--- src/rtl/rsc_pkg.sv ---
package rsc_pkg;

    typedef enum logic [2:0] {
        CAUSE_POR    = 3'd0,
        CAUSE_WDOG   = 3'd1,
        CAUSE_WAKE   = 3'd2,
        CAUSE_SWMAIN = 3'd3,
        CAUSE_THERM  = 3'd4
    } cause_e;

    typedef enum logic [1:0] {
        ST_IDLE   = 2'd0,
        ST_ASSERT = 2'd1,
        ST_HOLD   = 2'd2
    } pstate_e;

    // Priority ranks: lower rank wins
    localparam int unsigned RANK_POR   = 0;
    localparam int unsigned RANK_THERM = 1;
    localparam int unsigned RANK_WDOG  = 2;
    localparam int unsigned RANK_SW    = 3;
    localparam int unsigned RANK_WAKE  = 4;
    localparam int unsigned NUM_SRC    = 5;

    // Register offsets and status layout
    localparam int unsigned OFF_CTRL     = 0;
    localparam int unsigned OFF_STATUS   = 1;
    localparam int unsigned OFF_SCRATCH0 = 2;
    localparam int unsigned FIELD_LSB    = 2;
    localparam int unsigned FIELD_W      = 3;
    localparam int unsigned KNOWN_BIT    = 0;
    localparam logic [2:0]  CODE_MAX     = 3'd4;

    function automatic logic [2:0] rank_code(input int unsigned rank);
        logic [2:0] c;
        case (rank)
            RANK_POR:   c = CAUSE_POR;
            RANK_THERM: c = CAUSE_THERM;
            RANK_WDOG:  c = CAUSE_WDOG;
            RANK_SW:    c = CAUSE_SWMAIN;
            RANK_WAKE:  c = CAUSE_WAKE;
            default:    c = CAUSE_POR;
        endcase
        return c;
    endfunction

endpackage

--- src/rtl/rsc_prio.sv ---
module rsc_prio
    import rsc_pkg::*;
(
    input  logic [NUM_SRC-1:0] req_vec,
    output logic               any_req,
    output logic [2:0]         win_code
);

    logic [NUM_SRC:0]   seen;
    logic [NUM_SRC-1:0] hit;

    assign seen[0] = 1'b0;

    for (genvar g = 0; g < NUM_SRC; g++) begin : g_rank
        assign hit[g]    = req_vec[g] & ~seen[g];
        assign seen[g+1] = seen[g] | req_vec[g];
    end

    assign any_req = seen[NUM_SRC];

    always_comb begin
        win_code = '0;
        for (int unsigned i = 0; i < NUM_SRC; i++) begin
            if (hit[i]) begin
                win_code = win_code | rank_code(i);
            end
        end
    end

endmodule

--- src/rtl/rsc_pulse_fsm.sv ---
module rsc_pulse_fsm
    import rsc_pkg::*;
#(
    parameter int unsigned PULSE_MIN = 16
) (
    input  logic clk,
    input  logic por,
    input  logic start,
    input  logic hold_req,
    output logic rst_out,
    output logic idle
);

    localparam int unsigned CNT_W = (PULSE_MIN > 2) ? $clog2(PULSE_MIN) : 1;
    localparam logic [CNT_W-1:0] CNT_LAST = CNT_W'(PULSE_MIN - 1);

    pstate_e          state_q, state_d;
    logic [CNT_W-1:0] cnt_q, cnt_d;

    // State register
    always_ff @(posedge clk) begin
        if (por) begin
            state_q <= ST_ASSERT;
            cnt_q   <= '0;
        end else begin
            state_q <= state_d;
            cnt_q   <= cnt_d;
        end
    end

    // Next state
    always_comb begin
        state_d = state_q;
        cnt_d   = cnt_q;
        unique case (state_q)
            ST_IDLE: begin
                cnt_d = '0;
                if (start) begin
                    state_d = ST_ASSERT;
                end
            end
            ST_ASSERT: begin
                if (cnt_q == CNT_LAST) begin
                    cnt_d   = '0;
                    state_d = hold_req ? ST_HOLD : ST_IDLE;
                end else begin
                    cnt_d = cnt_q + 1'b1;
                end
            end
            ST_HOLD: begin
                if (!hold_req) begin
                    state_d = ST_IDLE;
                end
            end
            default: begin
                state_d = ST_IDLE;
                cnt_d   = '0;
            end
        endcase
    end

    // Outputs
    always_comb begin
        rst_out = (state_q != ST_IDLE);
        idle    = (state_q == ST_IDLE);
    end

endmodule

--- src/rtl/rsc_regs.sv ---
module rsc_regs
    import rsc_pkg::*;
#(
    parameter int unsigned DATA_W      = 32,
    parameter int unsigned ADDR_W      = 3,
    parameter int unsigned NUM_SCRATCH = 2
) (
    input  logic                          clk,
    input  logic                          por,
    input  logic                          wr_en,
    input  logic [ADDR_W-1:0]             addr,
    input  logic [DATA_W-1:0]             wdata,
    input  logic                          capture,
    input  logic [2:0]                    cap_code,
    output logic [DATA_W-1:0]             rdata,
    output logic [2:0]                    cause_q,
    output logic [NUM_SCRATCH*DATA_W-1:0] scratch_flat
);

    localparam logic [ADDR_W-1:0] A_STATUS = ADDR_W'(OFF_STATUS);

    logic [DATA_W-1:0] scratch_q [NUM_SCRATCH];
    logic              field_known;

    // Cause field: power-on beats capture beats software load
    always_ff @(posedge clk) begin
        if (por) begin
            cause_q <= CAUSE_POR;
        end else if (capture) begin
            cause_q <= cap_code;
        end else if (wr_en && addr == A_STATUS) begin
            cause_q <= wdata[FIELD_LSB +: FIELD_W];
        end
    end

    for (genvar s = 0; s < NUM_SCRATCH; s++) begin : g_scr
        localparam logic [ADDR_W-1:0] A_SCR = ADDR_W'(OFF_SCRATCH0 + s);

        always_ff @(posedge clk) begin
            if (por) begin
                scratch_q[s] <= '0;
            end else if (wr_en && addr == A_SCR) begin
                scratch_q[s] <= wdata;
            end
        end

        assign scratch_flat[s*DATA_W +: DATA_W] = scratch_q[s];
    end

    assign field_known = (cause_q <= CODE_MAX);

    always_comb begin
        rdata = '0;
        if (addr == A_STATUS) begin
            rdata[FIELD_LSB +: FIELD_W] = cause_q;
            rdata[KNOWN_BIT]            = field_known;
        end
        for (int unsigned i = 0; i < NUM_SCRATCH; i++) begin
            if (addr == ADDR_W'(OFF_SCRATCH0 + i)) begin
                rdata = scratch_q[i];
            end
        end
    end

endmodule

--- src/rtl/rsc_ctrl.sv ---
module rsc_ctrl
    import rsc_pkg::*;
#(
    parameter int unsigned DATA_W      = 32,
    parameter int unsigned ADDR_W      = 3,
    parameter int unsigned NUM_SCRATCH = 2,
    parameter int unsigned PULSE_MIN   = 16
) (
    input  logic              clk,
    input  logic              por_req,
    input  logic              wdog_req,
    input  logic              wake_req,
    input  logic              therm_req,
    input  logic              reg_wr,
    input  logic [ADDR_W-1:0] reg_addr,
    input  logic [DATA_W-1:0] reg_wdata,
    output logic [DATA_W-1:0] reg_rdata,
    output logic              reg_ready,
    output logic              chip_rst
);

    localparam logic [ADDR_W-1:0] A_CTRL = ADDR_W'(OFF_CTRL);

    logic               idle;
    logic               acc_wr;
    logic               sw_fire;
    logic [NUM_SRC-1:0] req_vec;
    logic               any_req;
    logic [2:0]         win_code;
    logic               capture;
    logic               hold_req;
    logic [2:0]         cause_q;
    logic [NUM_SCRATCH*DATA_W-1:0] scratch_flat;

    assign acc_wr  = reg_wr & idle;
    assign sw_fire = acc_wr & (reg_addr == A_CTRL) & reg_wdata[0];

    always_comb begin
        req_vec             = '0;
        req_vec[RANK_POR]   = por_req;
        req_vec[RANK_THERM] = therm_req;
        req_vec[RANK_WDOG]  = wdog_req;
        req_vec[RANK_SW]    = sw_fire;
        req_vec[RANK_WAKE]  = wake_req;
    end

    assign hold_req = therm_req | wdog_req | wake_req;
    assign capture  = idle & any_req & ~por_req;

    rsc_prio u_prio (
        .req_vec  (req_vec),
        .any_req  (any_req),
        .win_code (win_code)
    );

    rsc_pulse_fsm #(.PULSE_MIN(PULSE_MIN)) u_fsm (
        .clk      (clk),
        .por      (por_req),
        .start    (any_req),
        .hold_req (hold_req),
        .rst_out  (chip_rst),
        .idle     (idle)
    );

    rsc_regs #(
        .DATA_W      (DATA_W),
        .ADDR_W      (ADDR_W),
        .NUM_SCRATCH (NUM_SCRATCH)
    ) u_regs (
        .clk          (clk),
        .por          (por_req),
        .wr_en        (acc_wr),
        .addr         (reg_addr),
        .wdata        (reg_wdata),
        .capture      (capture),
        .cap_code     (win_code),
        .rdata        (reg_rdata),
        .cause_q      (cause_q),
        .scratch_flat (scratch_flat)
    );

    assign reg_ready = idle;

endmodule

--- config.mk ---
export PLATFORM = sky130hd
export DESIGN_NAME = rsc_ctrl
export DESIGN_NICKNAME = d
export VERILOG_FILES = /design/src/rtl/rsc_pkg.sv /design/src/rtl/rsc_prio.sv /design/src/rtl/rsc_pulse_fsm.sv /design/src/rtl/rsc_regs.sv /design/src/rtl/rsc_ctrl.sv
export SDC_FILE = /design/constraint.sdc
export NUM_CORES = 1
export LEC_CHECK = 0
export BUFFER_PORTS_ARGS = -buffer_cell sky130_fd_sc_hd__buf_2
export CORE_ASPECT_RATIO = 1.25
export CORE_UTILIZATION = 58
export CTS_CLUSTER_DIAMETER = 100
export DETAILED_ROUTE_END_ITERATION = 7
export PLACE_DENSITY = 0.95
export SYNTH_ARGS = -nofsm -noshare
export SYNTH_HDL_FRONTEND = slang
export SYNTH_SLANG_ARGS = --single-unit
--- constraint.sdc ---
create_clock -name clk -period 5.91 [get_ports clk]
set_clock_uncertainty 0.1 [all_clocks]
set_input_delay 0.591 -clock clk [delete_from_list [all_inputs] [get_ports clk]]
set_output_delay 0.591 -clock clk [all_outputs]
set_load 0.01 [all_outputs]
---- After elaboration in Yosys (flattened, before gate mapping) ----
Memory sizes are Yosys's and may differ from the RTL's.
Cells that the tools add are included.
storage, ports and cells
  register bits after elaboration ......... 9
  bits in latches ......................... 0
  RAM bits ................................ 64
  memory bits (read-only) ................. 0
  input bits .............................. 41
  output and inout bits ................... 34
  logic and storage cells ................. 77
  memories kept ........................... 1
cells by class
  add/subtract/negate cells ............... 1
  $mul .................................... 0
  divide/modulo/power cells ............... 0
  magnitude comparators ................... 1
  equal/unequal tests ..................... 9
  shifts and indexed selects .............. 0
  mux-type cells .......................... 30
  bitwise logic cells ..................... 24
  reduce and logical (&&, ||, !) cells .... 8
memories
  name              words  bits a word  rd ports  clocked after Yosys merged registers in  write ports  RTL line        RTL
  u_regs.scratch_q  2      32           2         0                                        2            rsc_regs.sv:22  logic [DATA_W-1:0] scratch_q [NUM_SCRATCH];
operator list
  cell                   number
  $mux W32               4
  $mux W3                10
  $and A1 B1 Y1          9
  $mux W1                9
  $or A3 B3 Y3           3
  $mux W2                4
  $or A1 B1 Y1           8
  $pmux W4 S2            1
  $eq A3 B2 Y1 const B   2
  $pmux W2 S3            1
  $add A4 B1 Y4 const B  1
  $eq A4 B4 Y1 const B   1
  $mux W4                1
  $ne A2 B1 Y1 const B   2
  $not A1 Y1             4
  $reduce_bool A2 Y1     2
  $eq A3 B1 Y1 const B   1
  $le A3 B3 Y1 const B   1
  $logic_and A1 B1 Y1    3
  $logic_not A3 Y1       1
  $reduce_and A3 Y1      1
  $eq A2 B1 Y1 const B   1
  $eq A2 B2 Y1 const B   1
  $logic_not A2 Y1       1
  $ne A2 B2 Y1 const B   1

---- Logic depth before layout (Yosys ltp) ----
  depth after elaboration ................. 11
  mapped depth ............................ 6
  gate-level depth less buffers ........... 4

---- Modules after synthesis ----
From an unflattened synthesis, not the netlist that was laid out.
second synthesis, totals
  cell total of the unflattened synthesis .. 250
  area, all modules ....................... 3333.2 µm²
by module, submodules not included
  module         instances  cells an instance  area an instance (µm²)  seq. area each (µm²)
  rsc_regs       1          208                2986.6                  1981.9
  rsc_pulse_fsm  1          29                 271.5                   120.1
  rsc_prio       1          7                  38.8                    0.0
  rsc_ctrl       1          6                  36.3                    0.0

---- Least setup slack after synthesis ----
No wires, ideal clock.
  kind .................................... in2reg
  start point ............................. input reg_addr[1]
  end point ............................... memory u_regs.scratch_q[0][0] (enable)
  library setup time ...................... 0.377 ns
  data arrival time ....................... 2.179 ns
  data required time ...................... 5.433 ns
  setup slack ............................. 3.255 ns
  stages .................................. 5
  path buffers ............................ 3
  path through ............................ clkbuf_1 > nor3b_1 > clkbuf_1 > buf_2 > a31o_2
RTL lines
  element          RTL line        RTL
  start, declared  rsc_ctrl.sv:15  input logic [ADDR_W-1:0] reg_addr,
  end, declared    rsc_regs.sv:22

---- Final worst setup path ----
  start point ............................. input reg_addr[0]
  end point ............................... output reg_rdata[12]
between the ends
  longest elaborated chain between the ends .. 3
  elaborated cells on any way between the ends .. 4
  those cells by class .................... eq/ne: 2; mux: 2
RTL lines
  element        RTL line        RTL
  $eq A3 B2 Y1   rsc_regs.sv:59  if (addr == ADDR_W'(OFF_SCRATCH0 + i)) begin
  $mux W32       rsc_regs.sv:59
  $mux W32 *     rsc_regs.sv:59
  end, declared  rsc_ctrl.sv:17  output logic [DATA_W-1:0] reg_rdata,
Every way passes the cells marked *; elsewhere a longest branch is shown, timed or not.

==> run_results.csv <==
group,metric,value,unit
sta,finalSetupViolCount,0,
yosys,synth-async-reset-ratio,0,%
finish,diodes,0,
floorplan,die_y,85.9,µm
power_and_ir_drop,combPwrFrac,7.1,%
critical_path,cpMostUsedCell,"buf_2",
sta,hold_violations,0,
yosys,ys_types,38,
detailed_routing,first_pass_iters,4,
run,max-cap-violations,0,
finish,postLayoutCoreUtil,71.9,%
yosys,netlist.area_leader.share,58.8,%
critical_path,worstSetupPathType,"in -> out",
clock_tree,clk_pin_slew,0.08,ns
power_and_ir_drop,ir_drop,189,µV
sta,hold_slack,0.415,ns
clock_tree,cts_root_buffer,"clkbuf_8",
sta,slew_headroom,24.7,%
clock_tree,clock-sinks,73,
yosys,synth_cells,248,
detailed_routing,first_iter_violations,189,
critical_path,worstPathRequired,5.22,ns
power_and_ir_drop,pwr-share-seq,53.9,%
critical_path,critPathMaxStageDelay,0.86,ns
floorplan,initial_core_util,60.0,%
yosys,ys.flop_type,"edfxtp_1",
critical_path,setup.worst_path.start_class,"primary input",
yosys,synth-seq-cells,73,
detailed_routing,num_vias,2232,
critical_path,cp.buffers_inverters,2,
sta,max_freq,0.347,GHz
power_and_ir_drop,swShare,22.2,%
global_routing,grt_pass1_vias,2151,
global_routing,grt_start_max_net_pins,33,
worst_hold_path,hold_path.class,"reg -> reg",
clock_tree,clkLatencyLatePin,0.34,ns
floorplan,rows,30,
detailed_routing,wl_per_cell,16.7,µm
sta,slew_viol_final,0,
detailed_routing,drc,0,
placed_design,place_area,0.00369,mm²
floorplan,pin_count,75,
detailed_routing,vias_per_cell,5.74,
detailed_routing,antenna_left,0,
floorplan,core_area,0.00544,mm²
yosys,synth_top_area_cell,"edfxtp_1",
sta,setup_slack,3.03,ns
yosys,synth_area_leaders,"edfxtp_1 (59%), and2_1 (12%), a22o_1 (7.5%), dfxtp_1 (5.5%), a22oi_1 (1.4%)",
yosys,yosysSeqAreaShare,64.3,%
yosys,synth_edf_count,64,
power_and_ir_drop,pwr-share-clk,39.0,%
placed_design,pre_cts_slack,2.74,ns
clock_tree,clk_path_buf_depth,2,
floorplan,die_w,69.1,µm
critical_path,crit_path_cell_trace,"buf_2 > nand2_1 > nor2_2 > a22o_1 > buf_2",
clock_tree,post-cts-setup-buffers,0,
sta,rsz0062_at_grt,"no",
yosys,ys_warn_count,0,
global_routing,grt_antenna_before_repair,0,
power_and_ir_drop,power.density,279,mW/mm²
sta,tightest_slew,1.13,ns
clock_tree,cts_hold_buffers,0,
sta,final.min_clock_period,2.88,ns
global_routing,grt_overflow_total,0,
clock_tree,post_cts_resized,0,
yosys,syn_area,0.00327,mm²
critical_path,cp_slowest_cell,"nor2_2",
finish,design_area,0.00391,mm²
yosys,synth.avg_cell_area,13.2,µm²
floorplan,dieArea,0.00594,mm²
critical_path,critPathTopFamily,"simple AND/OR/NAND/NOR gates",
yosys,yosys-top-cells-count,"and2_1 (64), edfxtp_1 (64), a22o_1 (28)",
critical_path,cp_max_fo,29,
detailed_routing,wirelength,6.48,mm
yosys,synthesis.nets,290,
placed_design,gp_congestion,0.906,
finish,fin_nets,362,
power_and_ir_drop,p_leak,1.64,nW
global_routing,grt_pass1_wl,10.1,mm
power_and_ir_drop,intPower,0.849,mW
clock_tree,cts_tree,"done",
placed_design,numPortBuffers,74,
sta,setup_tns,0,ns
sta,post-route-period-util,48.8,%
power_and_ir_drop,p_switching,0.242,mW
status,status,"finished, final reports clean",
finish,syn_to_final_growth,19.8,%
clock_tree,numCtsBuffers,9,
global_routing,globalRouteTotalUtil,22.6,%
placed_design,dp_hpwl,4.22,mm
critical_path,arrival,2.19,ns
finish,drive_above_1_share,32.6,%
clock_tree,cts-htree-levels,3,
critical_path,cp-end-kind,"output pin",
==> kinds of logic after synthesis <==
family | Yosys count | synth area share (%)
muxes | 7 | 2.45
adders and majority gates | 1 | 0.383
and+or+nand+nor | 98 | 18.3
buffers and inverters | 18 | 2.18
xor gates and xnor gates | 1 | 0.268
DFF | 73 | 64.3
AOI/OAI and AO/OA | 50 | 12.0
==> power by group through the flow <==
| stage | Sequential [mW] | Combinational [mW] | Clock [mW] |
|---|---|---|---|
| CTS | 0.588 | 0.0778 | 0.430 |
| global route | 0.590 | 0.0847 | 0.453 |
| detailed placement | 0.599 | 0.0774 | 0 |
| finish | 0.588 | 0.0773 | 0.426 |
| floorplan | 0.596 | 0.0438 | 0 |
| global placement | 0.598 | 0.0744 | 0 |
==> routing by layer <==
metal / track usage, % / part of all wire [%] / up-vias
met2: 35.7 / 50 / 86
met4: 11.7 / 2.4 / 0
li1: - / - / 1062
met5: 0 / 0 / -
met1: 28.2 / 42 / 1067
met3: 6.70 / 5.0 / 17
==> metrics by stage <==
stage	std cells	total power, mW
after global routing	389	1.13
after global placement	373	0.672
after detailed placement	373	0.677
after CTS	389	1.10
after floorplan	248	0.640
final	389	1.09
==> flip-flops by register name (all words and copies together) (netlist names) <==
| register | count |
|---|---|
| u_regs.scratch_q | 64 |
| u_fsm.cnt_q | 4 |
| u_regs.cause_q | 3 |
| u_fsm.state_q | 2 |
==> cell type report <==
class,count,area [µm²]
clock buffer,9,124
clock inverter,7,93.8
fill,355,1530
inverter,2,7.51
multi-input combinational,157,1110
sequential,73,2100
tap,64,80.1
timing repair buffer,77,393
==> worst min-delay path: cells and delay by family, from the launching register on <==
family,cells,cell delay [ns]
flops,1,0.34
compound gates,1,0.06
simple gates,1,0.07
==> path summary, 6_finish.rpt <==
check                                 from  slack (ns)                        endpoint  cells past startpoint
min            u_fsm.cnt_q[3]$_SDFFE_PP0N_        0.42     u_fsm.cnt_q[3]$_SDFFE_PP0N_                      2
max reg2reg  u_fsm.state_q[1]$_SDFFE_PP0P_        3.97  u_regs.cause_q[2]$_SDFFE_PP0P_                      4
min reg2reg    u_fsm.cnt_q[3]$_SDFFE_PP0N_        0.42     u_fsm.cnt_q[3]$_SDFFE_PP0N_                      2
max                            reg_addr[0]        3.03                   reg_rdata[12]                      5
==> cell usage in the layout, fill, tap and decap left out, drive strengths merged, types with 2 or more instances in the layout <==
cell / count
a31o: 2
nor2b: 3
mux2: 5
nor3b: 3
clkbuf: 9
mux2i: 2
bufinv: 2
or4b: 2
buf: 77
a21oi: 4
a22oi: 6
nor3: 3
o21ai: 3
or3b: 2
nand3: 2
nor2: 11
a22o: 28
inv: 3
edfxtp: 64
and2: 64
or3: 2
nand2: 2
clkinv: 3
dfxtp: 9
Note: power is estimated with default switching activity, not from simulation.
